--- src/rtl/dsk_reg_pkg.sv ---
package dsk_reg_pkg;
  localparam int ADDR_W = 12;
  localparam int DATA_W = 16;
  localparam int ERR_W  = 4;
  localparam int EXT_W  = 6;
  localparam logic [ADDR_W-1:0] BASE_ADDR = 12'h100;

  typedef enum logic [2:0] {
    SEL_CS   = 3'd0,
    SEL_BA   = 3'd1,
    SEL_DA   = 3'd2,
    SEL_MP   = 3'd3,
    SEL_EXT  = 3'd4,
    SEL_NONE = 3'd7
  } regSelE;

  typedef struct packed {
    logic   wrCs;
    logic   wrBa;
    logic   wrDa;
    logic   wrMp;
    logic   wrExt;
    logic   rdEn;
    regSelE rdSel;
  } regStrobeS;
endpackage

--- src/rtl/dskRegCtrl.sv ---
module dskRegCtrl
  import dsk_reg_pkg::*;
#(
  parameter int AW = ADDR_W,
  parameter logic [AW-1:0] BASE = BASE_ADDR,
  parameter int NUM_REGS = 5
) (
  input  logic          clk,
  input  logic          rstN,
  input  logic [AW-1:0] busAddr,
  input  logic          busRead,
  input  logic          busWrite,
  input  logic          ctrlReady,
  output regStrobeS     strobes,
  output logic          busAck,
  output logic          busRefused,
  output logic          busRdValid
);
  localparam logic [AW-1:0] SPAN = AW'(2 * NUM_REGS);

  logic [AW-1:0] offset;
  logic          inRange;
  logic          hit;
  logic          req;
  logic          accept;
  logic          refuse;
  regSelE        sel;

  assign offset  = busAddr - BASE;
  assign inRange = (busAddr >= BASE) && (offset < SPAN) && !offset[0];
  assign req     = busRead || busWrite;

  always_comb begin
    sel = SEL_NONE;
    if (inRange) begin
      case (offset[3:1])
        3'd0:    sel = SEL_CS;
        3'd1:    sel = SEL_BA;
        3'd2:    sel = SEL_DA;
        3'd3:    sel = SEL_MP;
        3'd4:    sel = SEL_EXT;
        default: sel = SEL_NONE;
      endcase
    end
  end

  assign hit    = (sel != SEL_NONE);
  assign accept = hit && req && ctrlReady;
  assign refuse = hit && req && !ctrlReady;

  always_comb begin
    strobes       = '0;
    strobes.rdSel = sel;
    if (accept) begin
      strobes.rdEn  = busRead;
      strobes.wrCs  = busWrite && (sel == SEL_CS);
      strobes.wrBa  = busWrite && (sel == SEL_BA);
      strobes.wrDa  = busWrite && (sel == SEL_DA);
      strobes.wrMp  = busWrite && (sel == SEL_MP);
      strobes.wrExt = busWrite && (sel == SEL_EXT);
    end
  end

  always_ff @(posedge clk) begin
    if (!rstN) begin
      busAck     <= 1'b0;
      busRefused <= 1'b0;
      busRdValid <= 1'b0;
    end else begin
      busAck     <= accept;
      busRefused <= refuse;
      busRdValid <= accept && busRead;
    end
  end
endmodule

--- src/rtl/dskRegData.sv ---
module dskRegData
  import dsk_reg_pkg::*;
#(
  parameter int DW = DATA_W,
  parameter int EW = ERR_W,
  parameter int XW = EXT_W
) (
  input  logic          clk,
  input  logic          rstN,
  input  regStrobeS     strobes,
  input  logic [DW-1:0] busWdata,
  input  logic          driveReady,
  input  logic          driveError,
  input  logic          cmdDone,
  input  logic [EW-1:0] cmdErr,
  input  logic          mpLoad,
  input  logic [DW-1:0] mpData,
  input  logic          irqAck,
  output logic [DW-1:0] busRdata,
  output logic          ctrlReady,
  output logic          goPulse,
  output logic [2:0]    funcCode,
  output logic [1:0]    driveSel,
  output logic          irqReq,
  output logic [DW+1:0] xferAddr,
  output logic [DW-1:0] diskAddr
);
  logic [2:0]    func;
  logic [1:0]    baHi;
  logic          intEn;
  logic          crdy;
  logic [1:0]    dsel;
  logic [EW-1:0] errCode;
  logic [DW-1:1] baReg;
  logic [DW-1:0] daReg;
  logic [DW-1:0] mpReg;
  logic [XW-1:0] extReg;
  logic [DW-1:0] csView;
  logic [DW-1:0] rdMux;
  logic          launch;
  logic          finish;
  logic          unusedWd;

  assign unusedWd = ^{busWdata[0], busWdata[DW-1:10]};
  assign launch   = strobes.wrCs && !busWdata[7];
  assign finish   = cmdDone && !crdy;

  always_comb begin
    csView        = '0;
    csView[0]     = driveReady;
    csView[3:1]   = func;
    csView[5:4]   = baHi;
    csView[6]     = intEn;
    csView[7]     = crdy;
    csView[9:8]   = dsel;
    csView[13:10] = errCode;
    csView[14]    = driveError;
    csView[15]    = (|errCode) || driveError;
  end

  always_ff @(posedge clk) begin
    if (!rstN) begin
      func    <= '0;
      baHi    <= '0;
      intEn   <= 1'b0;
      crdy    <= 1'b1;
      dsel    <= '0;
      errCode <= '0;
      goPulse <= 1'b0;
    end else begin
      goPulse <= launch;
      if (strobes.wrCs) begin
        func  <= busWdata[3:1];
        baHi  <= busWdata[5:4];
        intEn <= busWdata[6];
        dsel  <= busWdata[9:8];
      end
      if (launch) begin
        crdy    <= 1'b0;
        errCode <= '0;
      end else if (finish) begin
        crdy    <= 1'b1;
        errCode <= cmdErr;
      end
    end
  end

  always_ff @(posedge clk) begin
    if (!rstN) begin
      irqReq <= 1'b0;
    end else if (irqAck || (strobes.wrCs && !busWdata[6])) begin
      irqReq <= 1'b0;
    end else if (finish && intEn) begin
      irqReq <= 1'b1;
    end
  end

  always_ff @(posedge clk) begin
    if (!rstN) begin
      baReg  <= '0;
      daReg  <= '0;
      mpReg  <= '0;
      extReg <= '0;
    end else begin
      if (strobes.wrBa)  baReg  <= busWdata[DW-1:1];
      if (strobes.wrDa)  daReg  <= busWdata;
      if (mpLoad)        mpReg  <= mpData;
      else if (strobes.wrMp) mpReg <= busWdata;
      if (strobes.wrExt) extReg <= busWdata[XW-1:0];
    end
  end

  always_comb begin
    case (strobes.rdSel)
      SEL_CS:  rdMux = csView;
      SEL_BA:  rdMux = {baReg, 1'b0};
      SEL_DA:  rdMux = daReg;
      SEL_MP:  rdMux = mpReg;
      SEL_EXT: rdMux = {{(DW-XW){1'b0}}, extReg};
      default: rdMux = '0;
    endcase
  end

  always_ff @(posedge clk) begin
    if (!rstN)              busRdata <= '0;
    else if (strobes.rdEn)  busRdata <= rdMux;
  end

  assign ctrlReady = crdy;
  assign funcCode  = func;
  assign driveSel  = dsel;
  assign xferAddr  = {baHi, baReg, 1'b0};
  assign diskAddr  = daReg;
endmodule

--- src/rtl/dskRegFile.sv ---
module dskRegFile
  import dsk_reg_pkg::*;
(
  input  logic        clk,
  input  logic        rstN,
  input  logic [11:0] busAddr,
  input  logic        busRead,
  input  logic        busWrite,
  input  logic [15:0] busWdata,
  output logic [15:0] busRdata,
  output logic        busRdValid,
  output logic        busAck,
  output logic        busRefused,
  input  logic        driveReady,
  input  logic        driveError,
  input  logic        cmdDone,
  input  logic [3:0]  cmdErr,
  input  logic        mpLoad,
  input  logic [15:0] mpData,
  input  logic        irqAck,
  output logic        irqReq,
  output logic        ctrlReady,
  output logic        goPulse,
  output logic [2:0]  funcCode,
  output logic [1:0]  driveSel,
  output logic [17:0] xferAddr,
  output logic [15:0] diskAddr
);
  regStrobeS strobes;

  dskRegCtrl #(.AW(ADDR_W), .BASE(BASE_ADDR), .NUM_REGS(5)) i_ctrl (
    .clk(clk), .rstN(rstN), .busAddr(busAddr), .busRead(busRead),
    .busWrite(busWrite), .ctrlReady(ctrlReady), .strobes(strobes),
    .busAck(busAck), .busRefused(busRefused), .busRdValid(busRdValid)
  );

  dskRegData #(.DW(DATA_W), .EW(ERR_W), .XW(EXT_W)) i_data (
    .clk(clk), .rstN(rstN), .strobes(strobes), .busWdata(busWdata),
    .driveReady(driveReady), .driveError(driveError), .cmdDone(cmdDone),
    .cmdErr(cmdErr), .mpLoad(mpLoad), .mpData(mpData), .irqAck(irqAck),
    .busRdata(busRdata), .ctrlReady(ctrlReady), .goPulse(goPulse),
    .funcCode(funcCode), .driveSel(driveSel), .irqReq(irqReq),
    .xferAddr(xferAddr), .diskAddr(diskAddr)
  );
endmodule

--- config.mk ---
export PLATFORM = sky130hd
export DESIGN_NAME = dskRegFile
export DESIGN_NICKNAME = d
export VERILOG_FILES = /design/src/rtl/dsk_reg_pkg.sv /design/src/rtl/dskRegCtrl.sv /design/src/rtl/dskRegData.sv /design/src/rtl/dskRegFile.sv
export SDC_FILE = /design/constraint.sdc
export NUM_CORES = 1
export LEC_CHECK = 0
export ABC_AREA = 1
export BUFFER_PORTS_ARGS = -buffer_cell sky130_fd_sc_hd__buf_2
export CORE_ASPECT_RATIO = 0.75
export CORE_MARGIN = 2
export CORE_UTILIZATION = 47
export DETAILED_ROUTE_END_ITERATION = 7
export PLACE_DENSITY = 0.77
export RECOVER_POWER = 25
export SYNTH_ARGS = -nofsm -noshare
export SYNTH_HDL_FRONTEND = slang
export SYNTH_SLANG_ARGS = --single-unit
--- constraint.sdc ---
create_clock -name clk -period 1.6 [get_ports clk]
set_clock_uncertainty 0.2 [all_clocks]
set_input_delay 0.08 -clock clk [delete_from_list [all_inputs] [get_ports clk]]
set_output_delay 0.08 -clock clk [all_outputs]
set_load 0.1 [all_outputs]
# After elaboration in Yosys (flattened, before gate mapping)
# Index checks and enable logic that the tools add are counted.
[totals]
ff_bits = 87
input_bits = 57
output_inout_bits = 61
word_cells = 66
[classes]
add_sub_neg = 1
n_lt_le_gt_ge = 2
eq_ne = 9
mux = 8
n_bitwise = 1
reduce_logical = 29
[op_table]
columns = ["operator", "n"]
rows = [
  ["16-bit one-hot mux with 5 select lines", 1],
  ["16-bit 2-to-1 mux", 2],
  ["1-bit logical AND", 15],
  ["3-bit one-hot mux with 5 select lines", 1],
  ["3-bit by 2-bit == test with 1-bit output, second input constant", 4],
  ["12-bit by 9-bit greater-or-equal comparator with 1-bit output, second input constant", 1],
  ["12-bit by 4-bit less-than comparator with 1-bit output, second input constant", 1],
  ["12-bit by 9-bit subtractor with 12-bit output, second input constant", 1],
  ["3-bit by 1-bit == test with 1-bit output, second input constant", 2],
  ["3-bit == test, second input constant", 2],
  ["3-bit zero test", 2],
  ["6-bit 2-to-1 mux", 1],
  ["1-bit zero test", 4],
  ["2-bit nonzero test", 2],
  ["2-bit OR reduction", 2],
  ["4-bit OR reduction", 1],
  ["1-bit logical OR", 3],
  ["3-bit 2-to-1 mux", 1],
  ["3-bit != test, second input constant", 1],
  ["1-bit 2-to-1 mux", 2],
  ["1-bit NOT", 1],
]

# Depth between registers and ports, before layout
# Gate-level depths: netlist of run 1.
[logic_depth]
depth_word = 12
depth_mapped = 13
ltp_nobuf = 11

# Hierarchy
# From an unflattened synthesis of run 1, not the netlist that was laid out.
[hier_totals]
hier_cells = 578
area_unflattened_um2 = 4152.7
[by_module_without_submodules]
columns = ["mod", "instances", "cells_per_inst", "area_each_um2", "seq_area_each_um2"]
rows = [
  ["dskRegData", 1, 529, 3866.2, 1681.6],
  ["dskRegCtrl", 1, 49, 286.5, 60.1],
]

# Worst setup path before layout of run 1
# No wires, ideal clock.
[synth_timing]
kind = "register to register"
from = "reg i_data.crdy, in the netlist i_data.ctrlReady"
to = "reg i_data.daReg[10], in the netlist i_data.diskAddr[10]"
setup_ns = 0.119
t_arrival_ns = 2.286
required_ns = 1.281
path_slack_ns = -1.005
stages_incl_launch_ff = 8
n_path_buf = 2
period_less_slack_ns = 2.605
path_cell_list = "dfxtp_1 inv_1 nor4_4 buf_4 nand2_2 buf_2 o21ai_1 nor2_1"
[synth_via]
elab_chain_len = 2
[synth_lines]
columns = ["item", "line", "source"]
rows = [
  ["from (decl)", "dskRegData.sv:31", "logic crdy;"],
  ["from (signal assigned)", "dskRegData.sv:66", "crdy <= 1'b1;"],
  ["from (signal assigned)", "dskRegData.sv:79", "crdy <= 1'b0;"],
  ["from (signal assigned)", "dskRegData.sv:82", "crdy <= 1'b1;"],
  ["1-bit logical AND", "dskRegCtrl.sv:48", "assign accept = hit && req && ctrlReady;"],
  ["6-bit 2-to-1 mux", "dskRegCtrl.sv:54", "if (accept) begin"],
  ["to (signal assigned)", "dskRegData.sv:106", "if (strobes.wrDa) daReg <= busWdata;"],
  ["to (decl)", "dskRegData.sv:35", "logic [DW-1:0] daReg;"],
]
# Every way passes these cells.
# A chain may end at the register's enable or synchronous reset.

# Worst setup path in the final report of run 1
[layout_timing]
from = "reg i_data.crdy, in the netlist i_data.ctrlReady"
to = "reg i_data.baReg[9] in the netlist's numbering"
[layout_via]
elab_chain_len = 2
[layout_lines]
columns = ["item", "line", "source"]
rows = [
  ["1-bit logical AND", "dskRegCtrl.sv:48", ""],
  ["6-bit 2-to-1 mux", "dskRegCtrl.sv:54", ""],
  ["to (signal assigned)", "dskRegData.sv:105", "if (strobes.wrBa) baReg <= busWdata[DW-1:1];"],
  ["to (decl)", "dskRegData.sv:34", "logic [DW-1:1] baReg;"],
]
# Every way passes these cells.

==> run_results.csv, run 1 <==
group,metric,value,unit
detailed_routing,routedWlPerCell,17.3,µm
layout,insertedDiodeCount,0,
detailed_routing,wl_met2,7300,µm
layout,seq_area,1770,µm²
timing,worstMarginPinSlew,0.553,ns
floorplan,start_util,0.487,
setup_path,worstReg2RegEnd,"i_data.baReg[9]$_SDFFE_PN0P_",
detailed_routing,wl_met3,1790,µm
floorplan,core_area,8530,µm²
floorplan,die_h,85.4,µm
timing,drv_slew,0,
layout,design_area,6370,µm²
placed_design,place_inst,823,
outcome,violations,"negative setup slack",
cts,cts-root-buf,"clkbuf_16",
layout,multi_input_area,2260,µm²
yosys,syn_nets,659,
detailed_routing,drc,0,
yosys,synth-seq-cells,87,
cts,cts_max_level,3,
detailed_routing,dr.pass1.iters,5,
outcome,status,"finished with violations",
timing,worst_hold_slack,0.0381,ns
timing,fin_ws,-0.0716,ns
setup_path,end_kind,"flop",
cts,cts.sinks,87,
yosys,synthesis.area,4150,µm²
global_route,grt_max_degree,33,
detailed_routing,vias_per_cell,5.67,
placed_design,placed_area,4990,µm²
detailed_routing,wl,15800,µm
setup_path,path_max_fanout,6,
power_and_ir_drop,cellLeakagePower,2.78,nW
timing,slew_headroom,0.633,
cts,clk_pin_slew,0.06,ns
detailed_routing,route.top_layer_used,"met4",
setup_path,crit_required,1.64,ns
setup_path,r2r_cells,7,
layout,final_cells,914,
floorplan,num_io_pins,118,
cts,worstSkewPairLatency,0.35,ns
timing,fin_setup_tns,-1.58,ns
placed_design,dp_hpwl,9690,µm
timing,setup_viol,43,
placed_design,place_congestion,0.976,
cts,cts_made_buffers,9,
cts,clockBufferDepth,2,
detailed_routing,ant_nets,0,
yosys,synthCells,602,
yosys,ys_seq_area_frac,0.420,
layout,n_fill_cell,589,
setup_path,r2r_start,"i_data.ctrlReady$_SDFFE_PN1P_",
global_route,grt_overflow,0,
yosys,synth.avg_cell_area,6.89,µm²
floorplan,num_rows,29,
timing,rsz0062_at_grt,"true",
global_route,antenna_found_initial,0,
timing,fmax,598,MHz
detailed_routing,routed-via-count,5183,
detailed_routing,met1_length,6350,µm
timing,finalCritPeriodShare,1.04,
min_path,hold_depth,5,
placed_design,port_buffers,116,
run,cap_violations,0,
min_path,hp-class,"input port to flop",
setup_path,r2r_setup_slack,-0.07,ns
floorplan,floorplan.die.width,112,µm
global_route,grt_pass1_vias,4440,
detailed_routing,drt_iter0_markers,663,
timing,layout_min_cycle_time,1.67,ns
layout,drive_gt1_frac,0.355,
cts,tritoncts,"built",
yosys,yosysWarnings,0,
layout,areaGrowthSynthToFinish,53.6,%
floorplan,design.die.area,9600,µm²
setup_path,worstPathArrival,1.71,ns
global_route,grt_first_pass_wirelength,21400,µm
setup_path,critPathKind,"flop to flop",
layout,layout_common_cells,"98 x nand2_1, 96 x buf_2, 72 x nor2_1, 72 x nand3_1, 68 x a21oi_1",
layout,final_common_cell,"nand2_1",
timing,finalHoldViolCount,0,
min_path,holdPathEnd,"i_data.driveSel[1]$_SDFFE_PN0P_",
yosys,ys_types,31,
power_and_ir_drop,p_per_area,783,nW/µm²
layout,nNetsFinal,858,
min_path,hold_path.startpoint,"busAddr[2]",
setup_path,worst_setup_path_start_kind,"flop",
power_and_ir_drop,ir_drop,0.500,mV
global_route,grt_usage,0.281,
==> per-stage QoR <==
| stage | total power [W] | util | setup slack [ns] |
|---|---|---|---|
| final | 0.00499 | 0.747 | -0.0716 |
| after global routing | 0.00512 | 0.747 | -0.0986 |
| after CTS | 0.00492 | 0.680 | -0.00462 |
| after detailed placement | 0.00260 | 0.585 | -0.373 |
| after global placement | 0.00259 | 0.585 | -0.321 |
| after floorplan | 0.00243 | - | -0.0749 |
==> synthesized netlist by cell type, drive strengths merged <==
cell type / number / share of area
o21ai: 57 / 0.070
buf: 28 / 0.046
inv: 42 / 0.039
nor3: 5 / 0.0072
o21bai: 1 / 0.0018
clkinv: 1 / 0.00090
conb: 1 / 0.00090
a21oi: 71 / 0.086
nor4: 3 / 0.0081
dfxtp: 87 / 0.42
or2: 1 / 0.0015
nand4: 11 / 0.018
clkbuf: 15 / 0.014
nor2: 93 / 0.089
nand2: 106 / 0.10
nand3: 80 / 0.099
==> worst max-delay path, stage by stage (launching register included) <==
cell and delay, ns:
dfxtp_4 0.39, inv_6 0.05, nor4_4 0.24, buf_4 0.19
buf_12 0.15, nand3_4 0.12, o21ai_1 0.16, nor2_1 0.06
==> how the worst max path moves through the flow <==
stage | endpoint | slack [ns] | from
after floorplan | i_data.diskAddr[10]$_SDFFE_PN0P_ | -0.07 | i_data.ctrlReady$_SDFFE_PN1P_
after global placement | i_data.baReg[12]$_SDFFE_PN0P_ | -0.32 | busAddr[11]
after detailed placement | i_data.baReg[8]$_SDFFE_PN0P_ | -0.37 | busAddr[7]
after CTS | i_data.diskAddr[3]$_SDFFE_PN0P_ | -0.005 | i_data.ctrlReady$_SDFFE_PN1P_
after global routing | i_data.baReg[3]$_SDFFE_PN0P_ | -0.1 | rstN
final | i_data.baReg[9]$_SDFFE_PN0P_ | -0.07 | i_data.ctrlReady$_SDFFE_PN1P_
==> repair_timing <==
item,CTS,global route
pin swaps,0,26
cloned,0,8
setup buffers,0,21
resized for setup,4,92
endpoints found under the hold margin,69,0
setup endpoints to repair,20,69
hold buffers,47,0
==> report_power, final <==
group	total [W]	internal [W]	switching, W	leakage, nW
sequential	0.00220	0.00219	0.0000168	0.714
combinational	0.000481	0.000210	0.000271	1.90
clock	0.00231	0.00141	0.000893	0.160
==> sequential cells by signal, indices dropped and copies added, names as in the netlist, 2 cells and up <==
register	count
i_data.baReg	15
i_data.mpReg	16
i_data.driveSel	2
i_data.errCode	4
i_data.busRdata	16
i_data.funcCode	3
i_data.diskAddr	16
i_data.extReg	6
i_data.baHi	2
==> final cells by class <==
type,count,area share
sequential,87,0.278
tap,108,0.0212
multi-input combinational,432,0.354
timing repair buffer,228,0.268
inverter,43,0.0277
clock buffer,11,0.0381
clock inverter,5,0.0126
==> logic make-up after synthesis <==
group           after synthesis  share of synthesized area
compound gates              129                      0.157
simple gates                299                      0.323
flops                        87                      0.420
buf+inv                      86                     0.0992
other cells                   1                   0.000904
==> per-layer routing <==
metal  vias up  GRT usage
met3        60     0.0700
li1       2391          -
met1      2354      0.380
met2       378      0.452
met5         -          0
met4         0     0.0721
(Power assumes the default switching activity.)
==> run 2: changes to the inputs <==
- SYNTH_HIERARCHICAL: not set -> 1
==> run 2 against run 1 <==
Effect of this change:
- the run still ends with negative setup slack left
- critical path depth up 7
- via count down 5.5%
- design area down 1.2%
- final cell count down 2.1%
- combinational power down 6.2%
- non-clock buffer count up 3
- critical endpoint is now i_data/busRdata[10]$_SDFFE_PN0P_
- first-iteration DRC count down 3.8%
- clock power down 2%
- sequential share of layout area up 0.093 points
- register-to-register slack about the same
- power down 1.5%
==> run_results.csv, run 2 <==
group,metric,value,unit
global_route,grt_usage,0.293,
detailed_routing,vias_per_cell,5.47,
floorplan,num_rows,29,
yosys,synth_edf_count,0,
detailed_routing,wl_met3,1540,µm
placed_design,place_congestion,0.920,
min_path,hp-class,"input port to flop",
timing,drv_slew,0,
global_route,grt_pass1_vias,4452,
yosys,netlist.area_leader.share,0.419,
placed_design,placed_area,5080,µm²
cts,cts_max_level,3,
layout,insertedDiodeCount,0,
detailed_routing,wl,15800,µm
timing,setup_viol,45,
power_and_ir_drop,p_per_area,780,nW/µm²
yosys,yosysWarnings,6,
timing,fin_setup_tns,-3.03,ns
timing,fin_ws,-0.190,ns
timing,finalHoldViolCount,0,
floorplan,start_util,0.487,
floorplan,design.die.area,9610,µm²
floorplan,floorplan.die.width,113,µm
setup_path,path_max_fanout,10,
yosys,synth.avg_cell_area,7.18,µm²
global_route,grt_max_degree,30,
setup_path,crit_chain,"buf_2, nor2_1, nand2_1, nor2_4, and2_4, nand2_4, buf_12, buf_4, nand3_4, inv_2, a21oi_1, nand2_1, nand2_1, a21oi_2",
min_path,hold_depth,4,
global_route,grt_overflow,0,
yosys,async_flop_share,0,
yosys,ys_seq_area_frac,0.419,
setup_path,r2r_cells,9,
timing,slew_headroom,0.654,
yosys,synthesis.area,4150,µm²
timing,worst_hold_slack,0.0277,ns
yosys,ys_types,33,
timing,layout_min_cycle_time,1.79,ns
layout,final_common_cell,"buf_2",
setup_path,worst_setup_path_start_kind,"input port",
yosys,syn_nets,635,
detailed_routing,route.top_layer_used,"met4",
global_route,antenna_found_initial,0,
setup_path,critPathKind,"input port to flop",
setup_path,crit_required,1.64,ns
cts,clk_pin_slew,0.07,ns
power_and_ir_drop,ir_drop,0.612,mV
detailed_routing,routed-via-count,4900,
layout,fin_util,0.739,
floorplan,die_h,85.4,µm
floorplan,core_area,8530,µm²
detailed_routing,drc,0,
setup_path,slowest_delay,0.27,ns
setup_path,worstPathArrival,1.83,ns
detailed_routing,wl_met2,7240,µm
yosys,synth_ff_type,"dfxtp_1",
detailed_routing,ant_nets,0,
placed_design,port_buffers,116,
yosys,synth_top_area_cell,"dfxtp_1",
power_and_ir_drop,cellLeakagePower,3.04,nW
setup_path,crit_slowest_cell,"a21oi_1",
detailed_routing,dr.pass1.iters,6,
cts,cts-root-buf,"clkbuf_16",
yosys,synthCells,578,
placed_design,dp_hpwl,9660,µm
layout,layout_common_cells,"113 x buf_2, 92 x nand2_1, 77 x dfxtp_1",
detailed_routing,met1_length,6550,µm
cts,cts_made_buffers,9,
layout,design_area,6300,µm²
layout,drive_gt1_frac,0.368,
floorplan,num_io_pins,118,
outcome,status,"finished with violations",
detailed_routing,drt_iter0_markers,638,
yosys,synth-seq-cells,87,
global_route,grt_first_pass_wirelength,22300,µm
timing,finalCritPeriodShare,1.12,
cts,clockBufferDepth,2,
cts,cts.sinks,87,
setup_path,cp_common_cell,"nand2_1",
cts,worstSkewPairLatency,0.34,ns
run,cap_violations,0,
layout,nNetsFinal,839,
setup_path,end_kind,"flop",
yosys,synth_area_leaders,"dfxtp_1 42%, nand2_1 10%, o21ai_0 8.6%, a21oi_1 7.7%, inv_1 7.2%",
cts,tritoncts,"built",
yosys,netlist_top_cells_count,"114 x nand2_1, 87 x dfxtp_1, 80 x inv_1, 71 x o21ai_0, 64 x a21oi_1",
layout,areaGrowthSynthToFinish,51.7,%
yosys,synth.most_common_cell,"nand2_1",
detailed_routing,routedWlPerCell,17.7,µm
timing,fmax,559,MHz
timing,rsz0062_at_grt,"true",
timing,worstMarginPinSlew,0.523,ns
outcome,violations,"negative setup slack",
run 2: layout make-up:
type                    count  area (µm²)
fillers                   580        2230
multi-input cells         366        2010
flip-flops and latches     87        1760
repair buffers            231        1720
inverters                  87         358
clock buffers              11         264
well taps                 108         135
clock inverters             5        61.3
run 2: cells by family after synthesis:
family | count (synthesis) | synth area share
buffers and inverters | 125 | 0.142
and+or+nand+nor | 213 | 0.230
DFF | 87 | 0.419
other | 1 | 0.000903
AOI/OAI and AO/OA | 152 | 0.208
run 2: per-layer routing:
layer  vias to the layer above  global-route usage
li1                       2263                   -
met1                      2247               0.408
met2                       335               0.464
met3                        55              0.0629
met4                         0              0.0809
met5                         -                   0
run 2: repair_timing:
action | 4_1_cts | 5_1_grt
gates cloned | 0 | 4
endpoints found under the setup margin | 34 | 83
setup buffers | 4 | 11
resized for setup | 9 | 74
pin swaps | 3 | 23
hold buffers | 48 | 0
endpoints found under the hold margin | 71 | 0
run 2: final timing paths:
kind                                                 startpoint                          endpoint  slack, ns
worst min-delay path                                       rstN   i_data/driveSel[1]$_SDFFE_PN0P_       0.03
worst min register to register  i_data/busRdata[1]$_SDFFE_PN0P_   i_data/busRdata[1]$_SDFFE_PN0P_       0.26
worst max-delay path                                 busAddr[5]  i_data/busRdata[10]$_SDFFE_PN0P_      -0.19
worst max register to register    i_data/ctrlReady$_SDFFE_PN1P_      i_data/mpReg[6]$_SDFFE_PN0P_      -0.08
run 2: metrics by stage:
stage	power, W	cells	setup slack (ns)
after floorplan	0.00240	578	-0.177
after global placement	0.00254	812	-0.391
after detailed placement	0.00255	812	-0.433
after CTS	0.00485	880	-0.0273
after global routing	0.00504	895	-0.223
final	0.00491	895	-0.190
run 2: worst max-delay path, delay by kind of cell:
kind,cells,cell delay [ns]
AOI/OAI and AO/OA,2,0.32
and+or+nand+nor,8,0.95
buffers and inverters,4,0.48
run 2: report_power, final:
part	switching [W]	total (W)	internal, W
clock network	0.000913	0.00227	0.00136
logic	0.000233	0.000451	0.000218
registers	0.00000824	0.00219	0.00218
